**src/rtl/chirp_pkg.sv**
```systemverilog
package chirp_pkg;
    typedef enum logic [1:0] {
        SWP_LINEAR = 2'd0,
        SWP_LOG    = 2'd1,
        SWP_KEYED  = 2'd2,
        SWP_ALTLIN = 2'd3
    } sweep_mode_e;

    localparam int unsigned GAIN_BASE  = 32'h4000;
    localparam int unsigned GAIN_SLOPE = 32'h0400;
endpackage

```
**src/rtl/sweep_divider.sv**
```systemverilog
module sweep_divider #(
    parameter int DIV_W = 16
) (
    input  logic             clk,
    input  logic             rst_n,
    input  logic             clr,
    input  logic             en,
    input  logic [DIV_W-1:0] limit,
    output logic             tick
);
    logic [DIV_W-1:0] cnt_d, cnt_q;

    assign tick = en && !clr && (cnt_q == limit);

    always_comb begin
        cnt_d = cnt_q;
        if (clr)
            cnt_d = '0;
        else if (en)
            cnt_d = (cnt_q == limit) ? '0 : cnt_q + 1'b1;
    end

    always_ff @(posedge clk) begin
        if (!rst_n) cnt_q <= '0;
        else        cnt_q <= cnt_d;
    end


    tick_spacing_chk: assert property (@(posedge clk) disable iff (!rst_n)
        (tick && limit != '0 && $stable(limit)) |=> !tick);
endmodule

```
**src/rtl/gain_lut.sv**
```systemverilog
module gain_lut #(
    parameter int INC_W = 18,
    parameter int AMP_W = 16,
    parameter int ADR_W = 4
) (
    input  logic [INC_W-1:0] inc,
    output logic [AMP_W-1:0] amp
);
    import chirp_pkg::*;
    localparam int DEPTH = 1 << ADR_W;

    logic [AMP_W-1:0] table_w [DEPTH];
    logic [ADR_W-1:0] adr;

    for (genvar gi = 0; gi < DEPTH; gi++) begin : g_entry
        assign table_w[gi] = AMP_W'(GAIN_BASE + gi * GAIN_SLOPE);
    end

    assign adr = inc[INC_W-1 -: ADR_W];
    assign amp = table_w[adr];
endmodule

```
**src/rtl/chirp_sweep_ctrl.sv**
```systemverilog
module chirp_sweep_ctrl
    import chirp_pkg::*;
#(
    parameter int INC_W = 18,
    parameter int AMP_W = 16,
    parameter int DIV_W = 16,
    parameter int ADR_W = 4,
    localparam int POS_W = $clog2(INC_W)
) (
    input  logic             clk,
    input  logic             rst_n,
    input  logic             start,
    input  logic [1:0]       mode_sel,
    input  logic             wrap,
    input  logic [DIV_W-1:0] div_limit,
    input  logic [INC_W-1:0] step,
    input  logic [INC_W-1:0] inc_init,
    input  logic [INC_W-1:0] inc_end,
    input  logic [POS_W-1:0] log_pos,
    input  logic             fsk_bit,
    input  logic [INC_W-1:0] fsk_mark,
    input  logic [INC_W-1:0] fsk_space,
    output logic [INC_W-1:0] inc_out,
    output logic [AMP_W-1:0] amp_out,
    output logic             done
);
    typedef struct packed {
        logic [INC_W-1:0] inc;
        logic             running;
        logic             done;
        sweep_mode_e      mode;
    } state_t;

    state_t st_d, st_q;
    logic             tick;
    logic [INC_W:0]   sum;
    logic             hit_end;
    logic [INC_W-1:0] log_seed;
    sweep_mode_e      mode_in;

    assign mode_in  = sweep_mode_e'(mode_sel);
    assign sum      = {1'b0, st_q.inc} + {1'b0, step};
    assign hit_end  = (sum >= {1'b0, inc_end});
    assign log_seed = (int'(log_pos) < INC_W) ? (INC_W'(1) << log_pos) : '0;

    sweep_divider #(.DIV_W(DIV_W)) u_div (
        .clk  (clk),
        .rst_n(rst_n),
        .clr  (start),
        .en   (st_q.running && st_q.mode != SWP_KEYED),
        .limit(div_limit),
        .tick (tick)
    );

    always_comb begin
        st_d      = st_q;
        st_d.done = 1'b0;
        if (start) begin
            st_d.mode    = mode_in;
            st_d.running = 1'b1;
            case (mode_in)
                SWP_LOG:   st_d.inc = log_seed;
                SWP_KEYED: st_d.inc = '0;
                default:   st_d.inc = inc_init;
            endcase
        end else if (st_q.running && tick) begin
            case (st_q.mode)
                SWP_LOG: begin
                    if (st_q.inc[INC_W-1]) begin
                        st_d.done = 1'b1;
                        if (wrap) st_d.inc     = log_seed;
                        else      st_d.running = 1'b0;
                    end else begin
                        st_d.inc = st_q.inc << 1;
                    end
                end
                SWP_KEYED: ;
                default: begin
                    if (hit_end) begin
                        st_d.done = 1'b1;
                        if (wrap) begin
                            st_d.inc = inc_init;
                        end else begin
                            st_d.inc     = inc_end;
                            st_d.running = 1'b0;
                        end
                    end else begin
                        st_d.inc = sum[INC_W-1:0];
                    end
                end
            endcase
        end
    end

    always_ff @(posedge clk) begin
        if (!rst_n) begin
            st_q.inc     <= '0;
            st_q.running <= 1'b0;
            st_q.done    <= 1'b0;
            st_q.mode    <= SWP_LINEAR;
        end else begin
            st_q <= st_d;
        end
    end

    assign inc_out = (st_q.mode == SWP_KEYED) ? (fsk_bit ? fsk_mark : fsk_space) : st_q.inc;
    assign done    = st_q.done;

    gain_lut #(.INC_W(INC_W), .AMP_W(AMP_W), .ADR_W(ADR_W)) u_lut (
        .inc(inc_out),
        .amp(amp_out)
    );


    done_from_run_chk: assert property (@(posedge clk) disable iff (!rst_n)
        done |-> $past(st_q.running));


    keyed_no_done_chk: assert property (@(posedge clk) disable iff (!rst_n)
        done |-> $past(st_q.mode) != SWP_KEYED);


    halted_hold_chk: assert property (@(posedge clk) disable iff (!rst_n)
        (!st_q.running && !start) |=> $stable(st_q.inc));


    start_runs_chk: assert property (@(posedge clk) disable iff (!rst_n)
        start |=> (st_q.running && !done));
endmodule

```
**config.mk**
```make
export PLATFORM = sky130hd
export DESIGN_NAME = chirp_sweep_ctrl
export DESIGN_NICKNAME = d
export VERILOG_FILES = /design/src/rtl/chirp_pkg.sv /design/src/rtl/sweep_divider.sv /design/src/rtl/gain_lut.sv /design/src/rtl/chirp_sweep_ctrl.sv
export SDC_FILE = /design/constraint.sdc
export NUM_CORES = 1
export LEC_CHECK = 0
export ABC_AREA = 1
export BUFFER_PORTS_ARGS = -buffer_cell sky130_fd_sc_hd__buf_2
export CORE_AREA = 2 2 118 91
export CTS_CLUSTER_SIZE = 28
export DETAILED_ROUTE_END_ITERATION = 8
export DIE_AREA = 0 0 120 93
export PLACE_DENSITY = 0.9
export SYNTH_ARGS = -nofsm -noshare
export SYNTH_HDL_FRONTEND = slang
export SYNTH_SLANG_ARGS = --single-unit
```
**constraint.sdc**
```tcl
create_clock -name clk -period 4.6 [get_ports clk]
set_input_delay 1.38 -clock clk [delete_from_list [all_inputs] [get_ports clk]]
set_output_delay 1.38 -clock clk [all_outputs]
set_load 0.05 [all_outputs]
```
# --- Yosys cells after proc, flatten, opt, wreduce, memory -nomap -nowiden ---
# Memory sizes are Yosys's and may differ from the RTL's.
# Cells that the tools add are included.
totals:
  latch_bits: 0
  input_bits: 118
  word_cells: 54
  ramBits: 0
  romBits: 256
  register_bits: 38
  n_memories: 1
  output_inout_bits: 35
op_classes:
  bitwise: 3
  eq_ne: 9
  n_mul: 0
  div: 0
  n_lt_le_gt_ge: 3
  n_addsub: 2
  n_shift: 1
  n_reduce_logical: 12
  mux: 17
mem_list:
  columns: ["memory", "depth", "width", "rd", "rd_ports_with_merged_regs", "wr", "line", "rtl"]
  rows:
  - ["(name not given)", 16, 16, 1, 0, 0, "gain_lut.sv:20", "assign amp = table_w[adr];"]
ops:
  columns: ["op", "count"]
  rows:
  - ["18-bit 2-to-1 mux", 7]
  - ["16-bit 2-to-1 mux", 3]
  - ["20-bit one-hot mux with 2 select lines", 1]
  - ["18-bit one-hot mux with 2 select lines", 1]
  - ["20-bit 2-to-1 mux", 1]
  - ["18-bit by 18-bit adder with 19-bit output", 1]
  - ["19-bit by 18-bit greater-or-equal comparator with 1-bit output", 1]
  - ["19-bit 2-to-1 mux", 1]
  - ["1-bit by 5-bit left shift with 18-bit output, first input constant", 1]
  - ["16-bit by 1-bit adder with 16-bit output, second input constant", 1]
  - ["16-bit == test", 1]
  - ["5-bit greater-or-equal comparator, second input constant", 1]
  - ["5-bit less-than comparator, second input constant", 1]
  - ["4-bit NOT with 5-bit output", 1]
  - ["2-bit by 1-bit == test with 1-bit output, second input constant", 2]
  - ["2-bit == test, second input constant", 2]
  - ["1-bit logical AND", 4]
  - ["2-bit 2-to-1 mux", 2]
  - ["2-bit inequality test, second input constant", 2]
  - ["4-bit inequality test, second input constant", 1]
  - ["4-bit AND reduction", 1]
  - ["3-bit inequality test, second input constant", 1]
  - ["3-bit AND reduction", 1]
  - ["3-bit nonzero test", 1]
  - ["other kinds (7)", 8]

# --- Logic depth before layout (Yosys ltp) ---
logic_depth:
  depth_word: 7
  depth_mapped: 28
  depth_no_buf: 27

# --- Cells and area by module ---
# A second synthesis with hierarchy kept.
unflattened:
  cells_unflattened: 921
  hier_area_um2: 5408.9
by_module_without_submodules:
  columns: ["module", "area_per_inst_um2", "cells_each", "n_inst"]
  rows:
  - ["chirp_sweep_ctrl", 4151.5, 715, 1]
  - ["sweep_divider", 1129.8, 188, 1]
  - ["gain_lut", 127.6, 18, 1]

# --- Least setup slack after synthesis ---
# Ideal clock, no wire load.
synth_timing:
  path_type: "input to output"
  startpoint: "input fsk_bit"
  endpoint: "output inc_out[14]"
  cell_stages: 6
  path_slack_ns: 0.028
  t_arrival_ns: 3.192
  path_cell_list: "clkbuf_1 > clkinv_1 > clkbuf_1 > nor2_1 > o22ai_1 > buf_4"
synth_via:
  elab_chain_len: 2
synth_lines:
  columns: ["element", "line", "rtl"]
  rows:
  - ["start, declared", "chirp_sweep_ctrl.sv:20", "input logic fsk_bit,"]
  - ["18-bit 2-to-1 mux (2 in a row)", "chirp_sweep_ctrl.sv:106", "assign inc_out = (st_q.mode == SWP_KEYED) ? (fsk_bit ? fsk_mark : fsk_space) : st_q.inc;"]
  - ["end, declared", "chirp_sweep_ctrl.sv:23", "output logic [INC_W-1:0] inc_out,"]
# No other way between the ends.

# --- Worst setup path in the final report ---
layout_timing:
  startpoint: "input step[0]"
  endpoint: "register st_q[4] in the netlist's numbering"
layout_via:
  elab_chain_len: 6
layout_lines:
  columns: ["element", "line", "rtl"]
  rows:
  - ["start, declared", "chirp_sweep_ctrl.sv:16", "input logic [INC_W-1:0] step,"]
  - ["18-bit by 18-bit adder with 19-bit output *", "chirp_sweep_ctrl.sv:42", "assign sum = {1'b0, st_q.inc} + {1'b0, step};"]
  - ["19-bit by 18-bit greater-or-equal comparator with 1-bit output", "chirp_sweep_ctrl.sv:43", "assign hit_end = (sum >= {1'b0, inc_end});"]
  - ["18-bit 2-to-1 mux *", "chirp_sweep_ctrl.sv:79", "if (hit_end) begin"]
  - ["20-bit one-hot mux with 2 select lines *", "chirp_sweep_ctrl.sv:67", "case (st_q.mode)"]
  - ["20-bit 2-to-1 mux *", "chirp_sweep_ctrl.sv:66", "end else if (st_q.running && tick) begin"]
  - ["19-bit 2-to-1 mux *", "chirp_sweep_ctrl.sv:58", "if (start) begin"]
  - ["end signal, assigned", "chirp_sweep_ctrl.sv:102", "st_q <= st_d;"]
  - ["end, declared", "chirp_sweep_ctrl.sv:34", "state_t st_d, st_q;"]
# Mark *: on every way between the ends. The rest lies on a longest branch, timed or not. The select of a mux whose other input is x is not followed.
# A chain may end at the register's enable or synchronous reset.

==> impl_metrics.tcl <==
set metrics [dict create \
    ys_types 49 \
    layout.cells.non_filler 1169 \
    grt_max_degree 38 \
    root_buffer "clkbuf_16" \
    multi_input_area_um2 3850 \
    die_area_um2 11200 \
    synth_top_family_by_area "simple AND/OR/NAND/NOR gates" \
    leakagePower_uw 0.00306 \
    cts_tree "built" \
    yosysWarnings 0 \
    fillers 1015 \
    max_freq_ghz 0.234 \
    critPathKind "input pin to flop" \
    vias 6468 \
    numCtsBuffers 5 \
    synth_xor_area_frac 0.0382 \
    ir_drop_uv 143 \
    ys_seq_area_frac 0.144 \
    power_density_nw_per_um2 221 \
    grt_pass1_wl_um 26100 \
    syn_inst 912 \
    cp-start-kind "input pin" \
    worstPathArrival_ps 4410 \
    path_clk_slew_ps 60 \
    cts_sinks 38 \
    max_stage_delay_ps 350 \
    worst_slew_pin_slew_ps 1160 \
    drcViolationCount 0 \
    fin_ws_ps 320 \
    syn_area_um2 5280 \
    register_area_um2 761 \
    cp_common_cell "nand2_1" \
    dp_cells 1158 \
    initial_core_util 0.525 \
    dp_slack_ps -81.3 \
    drtIter0Drc 630 \
    row_count 32 \
    layout_common_cells "nand2_1, buf_2, inv_1" \
    hold_viol 0 \
    die_w_um 120 \
    antenna_found_initial 0 \
    setup_viol_count_final 0 \
    cp_slowest_cell "fa_2" \
    ys_ff_latch 38 \
    dpl.hpwl_um 13400 \
    core-area_um2 10000 \
    grt-ovfl-total 0 \
    gp_congestion 0.964 \
    clkLatencyLatePin_ps 290 \
    first_global_vias 5621 \
    finalNetCount 1191 \
    port_buffers 140 \
    ant_nets 0 \
    avgSynthCellArea_um2 5.79 \
    synth_compound_gate_area_share 0.208 \
    clock_path_buffers 2 \
    layout_commonest_cell "nand2_1" \
    synth-simple-area-share 0.370 \
    max_slew_margin 0.224 \
    die_height_um 93 \
    fin_crit_ps 4280 \
    synth_mux_area_frac 0 \
    wl_per_cell_um 14.2 \
    grt_usage 0.287 \
    io_pins 153 \
    cts_hold_buf 0 \
    slew_violations 0 \
    fin_crit_sh 0.931 \
    cp_max_fo 16 \
    drt-total-wl_um 16600 \
    outcome "finished clean" \
    synth-adder-area-share 0.0986 \
    drive_gt1_frac 0.209 \
    htree_levels 2 \
    diodes 0 \
    end_kind "flop" \
    vias_per_cell 5.53 \
    required_ps 4730 \
    fin_worst_skew_ps 7.78 \
    dr.pass1.iters 6 \
    worst_hold_path_type "flop to flop" \
    area_growth_pct 17.4 \
    cap_viol_max_count 0 \
    whs_ps 483 \
]
==> logic make-up (layout without fill, tap and decap cells) <==
family                     after synthesis  after routing
adders and majority gates               41             41
buffers and inverters                  170            281
DFF                                     38             38
xor gates and xnor gates                23             23
AOI/OAI and AO/OA                      201            201
and+or+nand+nor                        437            437
other                                    2             12
==> layer usage <==
layer	up-vias	global-route usage	wire, µm
met3	49	0.0372	1520
met1	2879	0.395	7140
met5	-	0	0
met4	0	0.0892	507
met2	341	0.466	7410
li1	3199	-	-
==> where the power goes <==
part	internal (µW)	switching [µW]
registers	340	12.0
logic	223	431
clock network	215	148
total	778	590
==> layout make-up <==
cell class,instances,share of cell area
Timing Repair Buffer,153,0.131
Multi-Input combinational cell,714,0.621
Clock buffer,6,0.0224
Tap cell,136,0.0275
Inverter,120,0.0735
Sequential cell,38,0.123
Clock inverter,2,0.00202
==> critical path: cells and delay by family <==
family	cells	cell delay [ps]
and+or+nand+nor	18	1450
adders and majority gates	3	810
buffers and inverters	3	310
AOI/OAI and AO/OA	3	230
xor gates and xnor gates	1	220
==> repair_timing <==
action,4_1_cts,5_1_grt
resized for setup,0,8
setup endpoints to repair,0,19
buffers inserted,0,3
==> path summary, 6_finish.rpt <==
check,startpoint,to,slack [ps],cells past startpoint
setup / recovery,step[0],st_q[4]$_SDFFE_PN0P_,320,28
hold / removal,st_q[3]$_SDFFE_PN0P_,st_q[3]$_SDFFE_PN0P_,480,2
setup reg to reg,st_q[4]$_SDFFE_PN0P_,st_q[4]$_SDFFE_PN0P_,980,27
hold reg to reg,st_q[3]$_SDFFE_PN0P_,st_q[3]$_SDFFE_PN0P_,480,2
==> cell usage after synthesis (all sizes together) <==
master | instances | area [µm²]
a211oi | 2 | 15.0
a21oi | 96 | 510
a31oi | 5 | 31.3
buf | 26 | 195
clkbuf | 24 | 90.1
clkinv | 5 | 18.8
conb | 2 | 7.51
dfxtp | 38 | 761
fa | 1 | 20.0
ha | 40 | 500
inv | 115 | 434
nand2 | 238 | 911
nand3 | 39 | 200
nand3b | 2 | 15.0
nand4 | 12 | 96.3
nor2 | 107 | 455
nor3 | 24 | 141
nor3b | 3 | 27.5
nor4 | 4 | 40.0
nor4b | 1 | 23.8
o211ai | 3 | 22.5
o21a | 2 | 15.0
o21ai | 71 | 355
o21bai | 2 | 15.0
o22ai | 19 | 119
o31ai | 1 | 12.5
or2 | 7 | 43.8
xnor2 | 9 | 78.8
xor2 | 14 | 123
==> registers in the layout (all words and copies together), names as in the netlist <==
signal and flops:
done 1, st_q 21, u_div.cnt_q 16
==> stage by stage <==
step                TNS [ps]   util  total power [µW]  cell area, µm²
floorplan                  0      -               827            5320
finish                     0  0.616              1370            6190
global placement           0  0.596               979            5990
global route           -30.2  0.616              1460            6190
CTS                        0  0.611              1350            6140
detailed placement     -1160  0.596               988            5990
No activity file was read; power rests on OpenSTA's default activity.
